## src/rtl/psd_pkg.sv

```systemverilog
package psd_pkg;

    typedef enum logic {
        MOD_WIDE   = 1'b0,
        MOD_NARROW = 1'b1
    } pre_mode_e;

    typedef struct packed {
        pre_mode_e mode;
        logic      clamped;
    } ratio_flags_t;

    // Prescaler turn length: base modulus plus one while swallowing.
    function automatic int unsigned turn_length(int unsigned log2p, pre_mode_e m, logic extra);
        int unsigned base;
        base = (m == MOD_NARROW) ? (32'd1 << log2p) : (32'd1 << (log2p + 1));
        return base + {31'd0, extra};
    endfunction

endpackage

```

## src/rtl/psd_prescaler.sv

```systemverilog
module psd_prescaler import psd_pkg::*; #(
    parameter int PRE_LOG = 6,
    localparam int CW = PRE_LOG + 2
) (
    input  logic      clk,
    input  logic      rst,
    input  pre_mode_e mode,
    input  logic      swallow,
    output logic      turn_done
);
    logic [CW-1:0] cnt;
    logic [CW-1:0] last_val;

    assign last_val  = CW'(turn_length(PRE_LOG, mode, swallow) - 1);
    assign turn_done = (cnt == last_val);

    always_ff @(posedge clk) begin
        if (rst || turn_done) cnt <= '0;
        else                  cnt <= cnt + CW'(1);
    end

    // count never runs past the current turn length
    a_r3_count_within_turn: assert property (@(posedge clk) disable iff (rst)
        cnt <= last_val);

endmodule

```

## src/rtl/psd_swallow_ctr.sv

```systemverilog
module psd_swallow_ctr import psd_pkg::*; #(
    parameter int A_W = 7,
    parameter int N_W = 11
) (
    input  logic           clk,
    input  logic           rst,
    input  logic           turn_done,
    input  pre_mode_e      ld_mode,
    input  logic           ld_clamped,
    input  logic [A_W-1:0] ld_a,
    input  logic [N_W-1:0] ld_n,
    output logic           swallow,
    output pre_mode_e      mode,
    output logic           clamped,
    output logic           period_pulse
);
    logic [A_W-1:0] a_left;
    logic [N_W-1:0] n_left;
    ratio_flags_t   flags;
    logic           last_turn;

    assign last_turn = turn_done && (n_left == N_W'(1));
    assign swallow   = (a_left != '0);
    assign mode      = flags.mode;
    assign clamped   = flags.clamped;

    always_ff @(posedge clk) begin
        if (rst || last_turn) begin
            a_left <= ld_a;
            n_left <= ld_n;
            flags  <= '{mode: ld_mode, clamped: ld_clamped};
        end else if (turn_done) begin
            n_left <= n_left - N_W'(1);
            if (a_left != '0) a_left <= a_left - A_W'(1);
        end
    end

    always_ff @(posedge clk) begin
        if (rst) period_pulse <= 1'b0;
        else     period_pulse <= last_turn;
    end

    // swallow turns left always fewer than main turns left
    a_r5_swallow_below_main: assert property (@(posedge clk) disable iff (rst)
        int'(a_left) < int'(n_left));

    // main counter never sits at zero
    a_r3_main_nonzero: assert property (@(posedge clk) disable iff (rst)
        n_left != '0);

    // active modulus and flag only change at a period end
    a_r6_ratio_frozen: assert property (@(posedge clk) disable iff (rst)
        !last_turn |=> $stable(flags));

    // period pulse is one clock wide
    a_r4_fp_single: assert property (@(posedge clk) disable iff (rst)
        period_pulse |=> !period_pulse);

endmodule

```

## src/rtl/psd_ref_ctr.sv

```systemverilog
module psd_ref_ctr #(
    parameter int R_W = 14
) (
    input  logic           clk,
    input  logic           rst,
    input  logic           tick,
    input  logic [R_W-1:0] ld_r,
    output logic           ref_pulse
);
    logic [R_W-1:0] r_left;

    always_ff @(posedge clk) begin
        if (rst) begin
            r_left    <= ld_r;
            ref_pulse <= 1'b0;
        end else if (tick) begin
            if (r_left == R_W'(1)) begin
                r_left    <= ld_r;
                ref_pulse <= 1'b1;
            end else begin
                r_left    <= r_left - R_W'(1);
                ref_pulse <= 1'b0;
            end
        end else begin
            ref_pulse <= 1'b0;
        end
    end

    // a reference pulse always follows a tick
    a_r10_fr_after_tick: assert property (@(posedge clk) disable iff (rst)
        ref_pulse |-> $past(tick));

    // reference pulse is one clock wide
    a_r8_fr_single: assert property (@(posedge clk) disable iff (rst)
        ref_pulse |=> !ref_pulse);

    // remaining count never drops to zero
    a_r9_ref_nonzero: assert property (@(posedge clk) disable iff (rst)
        r_left != '0);

endmodule

```

## src/rtl/swallow_divider.sv

```systemverilog
module swallow_divider import psd_pkg::*; #(
    parameter int PRE_LOG = 6,
    parameter int A_W     = 7,
    parameter int N_W     = 11,
    parameter int R_W     = 14
) (
    input  logic           clk,
    input  logic           rst,
    input  logic           ref_ce,
    input  logic           cfg_narrow,
    input  logic [A_W-1:0] cfg_swallow,
    input  logic [N_W-1:0] cfg_main,
    input  logic [R_W-1:0] cfg_ref,
    output logic           fp,
    output logic           fr,
    output logic           swallow_clamped
);
    logic           clamp_req;
    logic [A_W-1:0] a_eff;
    logic           swallow;
    logic           turn_done;
    pre_mode_e      act_mode;

    // Clamp A to N-1 when it would not fit below N.
    assign clamp_req = int'(cfg_swallow) >= int'(cfg_main);
    assign a_eff     = clamp_req ? A_W'(cfg_main - N_W'(1)) : cfg_swallow;

    psd_prescaler #(.PRE_LOG(PRE_LOG)) u_pre (
        .clk       (clk),
        .rst       (rst),
        .mode      (act_mode),
        .swallow   (swallow),
        .turn_done (turn_done)
    );

    psd_swallow_ctr #(.A_W(A_W), .N_W(N_W)) u_cnt (
        .clk          (clk),
        .rst          (rst),
        .turn_done    (turn_done),
        .ld_mode      (pre_mode_e'(cfg_narrow)),
        .ld_clamped   (clamp_req),
        .ld_a         (a_eff),
        .ld_n         (cfg_main),
        .swallow      (swallow),
        .mode         (act_mode),
        .clamped      (swallow_clamped),
        .period_pulse (fp)
    );

    psd_ref_ctr #(.R_W(R_W)) u_ref (
        .clk       (clk),
        .rst       (rst),
        .tick      (ref_ce),
        .ld_r      (cfg_ref),
        .ref_pulse (fr)
    );

    // outputs quiet while in reset
    a_r1_quiet_in_reset: assert property (@(posedge clk)
        $past(rst) |-> (!fp && !fr));

endmodule

```

## config.mk

```make
export PLATFORM = sky130hd
export DESIGN_NAME = swallow_divider
export DESIGN_NICKNAME = d
export VERILOG_FILES = /design/src/rtl/psd_pkg.sv /design/src/rtl/psd_prescaler.sv /design/src/rtl/psd_swallow_ctr.sv /design/src/rtl/psd_ref_ctr.sv /design/src/rtl/swallow_divider.sv
export SDC_FILE = /design/constraint.sdc
export NUM_CORES = 1
export LEC_CHECK = 0
export BUFFER_PORTS_ARGS = -buffer_cell sky130_fd_sc_hd__buf_2
export CORE_UTILIZATION = 40
export DETAILED_ROUTE_END_ITERATION = 6
export SLEW_MARGIN = 0
export SYNTH_ARGS = -nofsm -noshare
export SYNTH_HDL_FRONTEND = slang
export SYNTH_SLANG_ARGS = --single-unit
export TNS_END_PERCENT = 10
```

## constraint.sdc

```tcl
create_clock -name clk -period 4.55 [get_ports clk]
set_input_delay 0.91 -clock clk [delete_from_list [all_inputs] [get_ports clk]]
set_output_delay 0.91 -clock clk [all_outputs]
set_load 0.05 [all_outputs]
```

==> results of run 1 <==
==> routing by layer <==
layer  part of all wire (%)  vias to the layer above  global-route usage, %
li1                       -                     1068                      -
met1                     50                      898                  21.91
met2                     44                       49                  24.71
met3                    4.5                        5                  3.794
met4                    1.2                        0                  4.622
met5                      0                        -                      0
==> cell families after synthesis <==
family / after synthesis / synth area share (%)
compound gates: 43 / 10.50
xor+xnor: 39 / 12.35
fa+ha+maj: 15 / 6.787
buf+inv: 25 / 3.710
flops: 44 / 44.16
mux: 14 / 5.430
simple gates: 92 / 17.06
==> power breakdown <==
| part | internal [mW] | switching (mW) |
|---|---|---|
| clock network | 0.163 | 0.137 |
| registers | 0.483 | 0.0368 |
| logic | 0.0833 | 0.0984 |
==> cells in the final DEF, fill, tap and decap left out, types with 2 or more instances in the layout <==
cell,count
buf_4,3
xnor2_1,18
ha_1,15
mux2_2,5
nor4_1,7
nor2_1,30
nor3_1,20
a21oi_1,20
nor2b_1,4
nand4_1,3
o31ai_1,5
clkbuf_8,5
or3_1,2
nand3_1,7
nand3b_1,2
o31a_1,2
edfxtp_1,34
o211ai_1,7
nand2_1,9
buf_2,38
o21a_1,2
clkinv_1,2
dfxtp_1,10
inv_1,19
a21boi_0,2
mux2i_1,8
xor2_1,21
==> registers in the layout, indices dropped and copies added, names as in the netlist <==
name	flops
u_cnt.clamped	1
u_cnt.n_left	11
u_cnt.mode	1
u_cnt.period_pulse	1
u_cnt.a_left	7
u_ref.ref_pulse	1
u_pre.cnt	8
u_ref.r_left	14
==> how the worst max path moves through the flow <==
stage                               start               to  slack, ps
final                     u_cnt.a_left[0]  u_cnt.a_left[1]        840
after global routing      u_cnt.a_left[0]  u_cnt.a_left[1]        630
after CTS                 u_cnt.a_left[0]  u_cnt.a_left[1]        790
after detailed placement  u_cnt.a_left[0]  u_cnt.a_left[1]        820
after global placement    u_cnt.a_left[0]  u_cnt.a_left[1]        930
after floorplan           u_cnt.a_left[0]  u_cnt.a_left[0]        960
==> final cells by class <==
type                       count  area (sq um)  area share (%)
multi-input combinational    203          1441           45.64
tap                           77         96.34           3.051
clock inverter                 3         42.54           1.347
sequential                    44          1221           38.67
clock buffer                   5         68.82           2.179
timing repair buffer          41         212.7           6.735
inverter                      20         75.07           2.377
==> flow_metrics.env, run 1 <==
export IMPL_synth_area_sq_um=2765
export IMPL_rr_worst_depth=11
export IMPL_synthTopCellsByCount="edfxtp_1, nor2_1, xor2_1, a21oi_1, nor3_1"
export IMPL_worstHoldStart="u_pre.cnt[0]"
export IMPL_grt_max_degree=27
export IMPL_hold_class="flop to flop"
export IMPL_antenna_found_initial=0
export IMPL_holdWs_ps=467.0
export IMPL_r2r_slack_ps=840
export IMPL_grt_pass1_vias=1910
export IMPL_drive_gt1_share_pct=18.67
export IMPL_path_buf_inv=2
export IMPL_num_fill_cells=618
export IMPL_powerDensity_nw_per_um2=317.0
export IMPL_cts_root_buf="clkbuf_8"
export IMPL_setup_viol=0
export IMPL_portBuffers=38
export IMPL_hold_viol_final=0
export IMPL_period_share_pct=81.46
export IMPL_path_depth=11
export IMPL_synth_most_common_cell="edfxtp_1"
export IMPL_drt_pass1_iter_count=4
export IMPL_start_kind="flop"
export IMPL_clock_skew_ps=11.65
export IMPL_wl_per_cell_um=13.86
export IMPL_cpLargestDelayFamily="simple AND/OR/NAND/NOR gates"
export IMPL_start_util_pct=42.57
export IMPL_maxCapViolCount=0
export IMPL_cts_hold_buf=0
export IMPL_dpl_cell_count=385
export IMPL_final_antenna_net_count=0
export IMPL_clock_sinks=44
export IMPL_synthTopCellsByArea="edfxtp_1, dfxtp_1, ha_1"
export IMPL_cts_resized=0
export IMPL_r2r_end="u_cnt.a_left[1]"
export IMPL_maxSlewViolCount=0
export IMPL_crit_chain="inv_1, ha_1, or3b_4, nor4_4, inv_1, ha_1, xor2_1, nor2_1, nand4_1, o21a_1, a21boi_0"
export IMPL_grt_pass1_wl_um=9018
export IMPL_worstSetupPathType="flop to flop"
export IMPL_synth_async_sr_flop_share_pct=0
export IMPL_fmax_ghz=0.2698
export IMPL_critPathMaxFanout=9
export IMPL_cts_tree="done"
export IMPL_cts_max_level=2
export IMPL_p_leak_nw=1.232
export IMPL_crit_slowest_cell="a21boi_0"
export IMPL_drc_errors=0
export IMPL_relSlewSlack_pct=38.02
export IMPL_power_total_mw=1.001
export IMPL_die_x_um=85.15
export IMPL_instances_no_fill=393
export IMPL_synth_top_cell_area_share_pct=36.92
export IMPL_worstPathRequired_ps=4470
export IMPL_post_cts_setup_buffers=0
export IMPL_worst_slack_ps=843.7
export IMPL_peakVddDrop_mv=0.1112
export IMPL_n_antenna_cell=0
export IMPL_syn_nets=323
export IMPL_r2r_start="u_cnt.a_left[0]"
export IMPL_fin_tns_setup_ps=0
export IMPL_ios=39
export IMPL_vias=2020
export IMPL_worst_setup_path_end_kind="flop"
export IMPL_ys_seq_area_share_pct=44.16
export IMPL_synth_area_per_cell_sq_um=10.17
export IMPL_synth_warnings=0
export IMPL_worst_pin_slew_ps=921.4
export IMPL_placementRows=29
export IMPL_syn_to_final_growth_pct=14.21
export IMPL_die_area_sq_um=7250
export IMPL_synth_edf_count=34
export IMPL_worst_path_largest_cell_delay_ps=730
export IMPL_core_area_sq_um=6495
export IMPL_dp_hpwl_um=4182
export IMPL_drt_iter0_markers=73
export IMPL_gr_total_overflow=0
export IMPL_routed_wirelength_um=5446
export IMPL_status="complete, no violations"
export IMPL_synth_cell_types=41
export IMPL_rsz0062_at_grt="no"
export IMPL_synthFlopType="edfxtp_1"
export IMPL_nets=366
export IMPL_preCtsSetupSlack_ps=821.2
export IMPL_clock_latency_ps=300
export IMPL_ys_ff_latch=44
export IMPL_path_clk_slew_ps=80
export IMPL_yosysTopAreaCell="edfxtp_1"
export IMPL_utilization_pct=48.62
export IMPL_via_per_inst=5.140
export IMPL_die_height_um=85.15
export IMPL_place_gp_congestion=0.8271
export IMPL_netlist_instances=272
export IMPL_post_route_min_period_ps=3706
export IMPL_holdPathStages=1
export IMPL_grt_total_usage_pct=15.85
export IMPL_final_cell_area_sq_um=3158
export IMPL_numCtsBuffers=5
export IMPL_max_clock_path_buffers=2
export IMPL_min_to="u_pre.cnt[0]"
export IMPL_post_dp_cell_area_sq_um=3047
export IMPL_cp_data_arrival_time_ps=3630
Note: power is estimated with default switching activity, not from simulation.
==> run 2: changes to the inputs <==
Clock period 4.55 ns to 3.5 ns, I/O delays scaled along.
==> run 2 against run 1 <==
  * Sequential cell count stayed put
  * Die area unchanged
  * Cell count increased by 1.0%
  * Final area is 0.95% higher
==> flow_metrics.env, run 2 (same netlist as run 1, synthesis figures left out) <==
export IMPL_p_leak_nw=1.250
export IMPL_cts_hold_buf=0
export IMPL_start_kind="flop"
export IMPL_preCtsSetupSlack_ps=284.0
export IMPL_post_route_min_period_ps=3228
export IMPL_die_x_um=85.15
export IMPL_cp_data_arrival_time_ps=3160
export IMPL_post_cts_setup_buffers=0
export IMPL_worstSetupPathType="flop to flop"
export IMPL_worst_slack_ps=271.7
export IMPL_fmax_ghz=0.3098
export IMPL_rr_worst_depth=11
export IMPL_relSlewSlack_pct=42.63
export IMPL_gr_total_overflow=0
export IMPL_antenna_found_initial=0
export IMPL_crit_chain="inv_1, ha_1, or3b_4, nor4_4, inv_1, ha_1, xor2_1, nor2_1, nand4_1, o21a_1, a21boi_1"
export IMPL_worst_pin_slew_ps=860.5
export IMPL_crit_slowest_cell="a21boi_1"
export IMPL_n_antenna_cell=0
export IMPL_clock_sinks=44
export IMPL_power_total_mw=1.300
export IMPL_setup_viol=0
export IMPL_path_clk_slew_ps=80
export IMPL_critPathMaxFanout=7
export IMPL_hold_class="flop to flop"
export IMPL_max_clock_path_buffers=2
export IMPL_period_share_pct=92.24
export IMPL_ios=39
export IMPL_clock_skew_ps=9.565
export IMPL_fin_tns_setup_ps=0
export IMPL_portBuffers=38
export IMPL_routed_wirelength_um=5220
export IMPL_core_area_sq_um=6495
export IMPL_regMostFlops="u_ref.r_left"
export IMPL_largestRegisters="u_ref.r_left: 14 flops, u_cnt.n_left: 11 flops, u_pre.cnt: 8 flops"
export IMPL_rsz0062_at_grt="no"
export IMPL_syn_to_final_growth_pct=15.29
export IMPL_via_per_inst=5.166
export IMPL_clock_latency_ps=300
export IMPL_status="complete, no violations"
export IMPL_cts_tree="done"
export IMPL_drc_errors=0
export IMPL_place_gp_congestion=0.8122
export IMPL_drt_pass1_iter_count=4
export IMPL_largest_reg_flops=14
export IMPL_holdPathStages=1
export IMPL_die_area_sq_um=7250
export IMPL_worst_setup_path_end_kind="flop"
export IMPL_hold_viol_final=0
export IMPL_nets=370
export IMPL_peakVddDrop_mv=0.2137
export IMPL_grt_total_usage_pct=15.95
export IMPL_drt_iter0_markers=51
export IMPL_grt_max_degree=27
export IMPL_wl_per_cell_um=13.15
export IMPL_dp_hpwl_um=4138
export IMPL_final_common_cell="buf_2"
export IMPL_powerDensity_nw_per_um2=407.9
export IMPL_die_height_um=85.15
export IMPL_cts_max_level=2
export IMPL_placementRows=29
export IMPL_worst_path_largest_cell_delay_ps=570
export IMPL_start_util_pct=42.57
export IMPL_layout_common_cells="buf_2, edfxtp_1, nor2_1"
export IMPL_worstPathRequired_ps=3430
export IMPL_maxCapViolCount=0
export IMPL_maxSlewViolCount=0
export IMPL_grt_pass1_wl_um=9121
export IMPL_cts_root_buf="clkbuf_8"
export IMPL_numCtsBuffers=5
export IMPL_final_antenna_net_count=0
export IMPL_drive_gt1_share_pct=20.00
export IMPL_vias=2051
export IMPL_cts_resized=0
export IMPL_grt_pass1_vias=2045
## run 2: area by class of cell
type / count / area (sq um)
sequential: 44 / 1221
fill: 605 / 3307
multi-input combinational: 203 / 1441
inverter: 20 / 75.07
timing repair buffer: 45 / 242.7
tap: 77 / 96.34
clock inverter: 3 / 42.54
clock buffer: 5 / 68.82
## run 2: power by group
part | switching [mW] | leakage [nW] | internal [mW] | total, mW
logic | 0.130 | 0.777 | 0.113 | 0.243
registers | 0.0464 | 0.418 | 0.628 | 0.674
clock network | 0.172 | 0.0541 | 0.211 | 0.383
total | 0.348 | 1.25 | 0.952 | 1.30
## run 2: per-stage QoR
step / utilization (%) / std cells / instance area (sq um) / hold slack, ps
after floorplan: - / 272 / 2765 / 427.0
after global placement: 47.37 / 389 / 3077 / 439.5
after detailed placement: 47.37 / 389 / 3077 / 447.5
after CTS: 49.09 / 397 / 3188 / 466.8
after global routing: 49.09 / 397 / 3188 / 501.5
final: 49.09 / 397 / 3188 / 458.4
## run 2: per-layer routing
layer / track usage (%) / vias to the layer above / wire (um)
met2: 26.91 / 38 / 2415
met1: 20.49 / 932 / 2535
met3: 2.626 / 7 / 185
li1: - / 1074 / -
met4: 6.163 / 0 / 83
met5: 0 / - / 0
## run 2: worst paths after layout
check        slack (ps)         endpoint       startpoint
max reg2reg         270  u_cnt.a_left[1]  u_cnt.a_left[0]
max                 270  u_cnt.a_left[1]  u_cnt.a_left[0]
min                 460     u_pre.cnt[0]     u_pre.cnt[0]
min reg2reg         460     u_pre.cnt[0]     u_pre.cnt[0]
## run 2: worst max-delay path: cells and delay by family, from the launching register on
family	cells	cell delay [ps]
and+or+nand+nor	4	850
AOI/OAI and AO/OA	2	810
adders and majority gates	2	440
DFF	1	410
xor gates and xnor gates	1	180
buffers and inverters	2	150
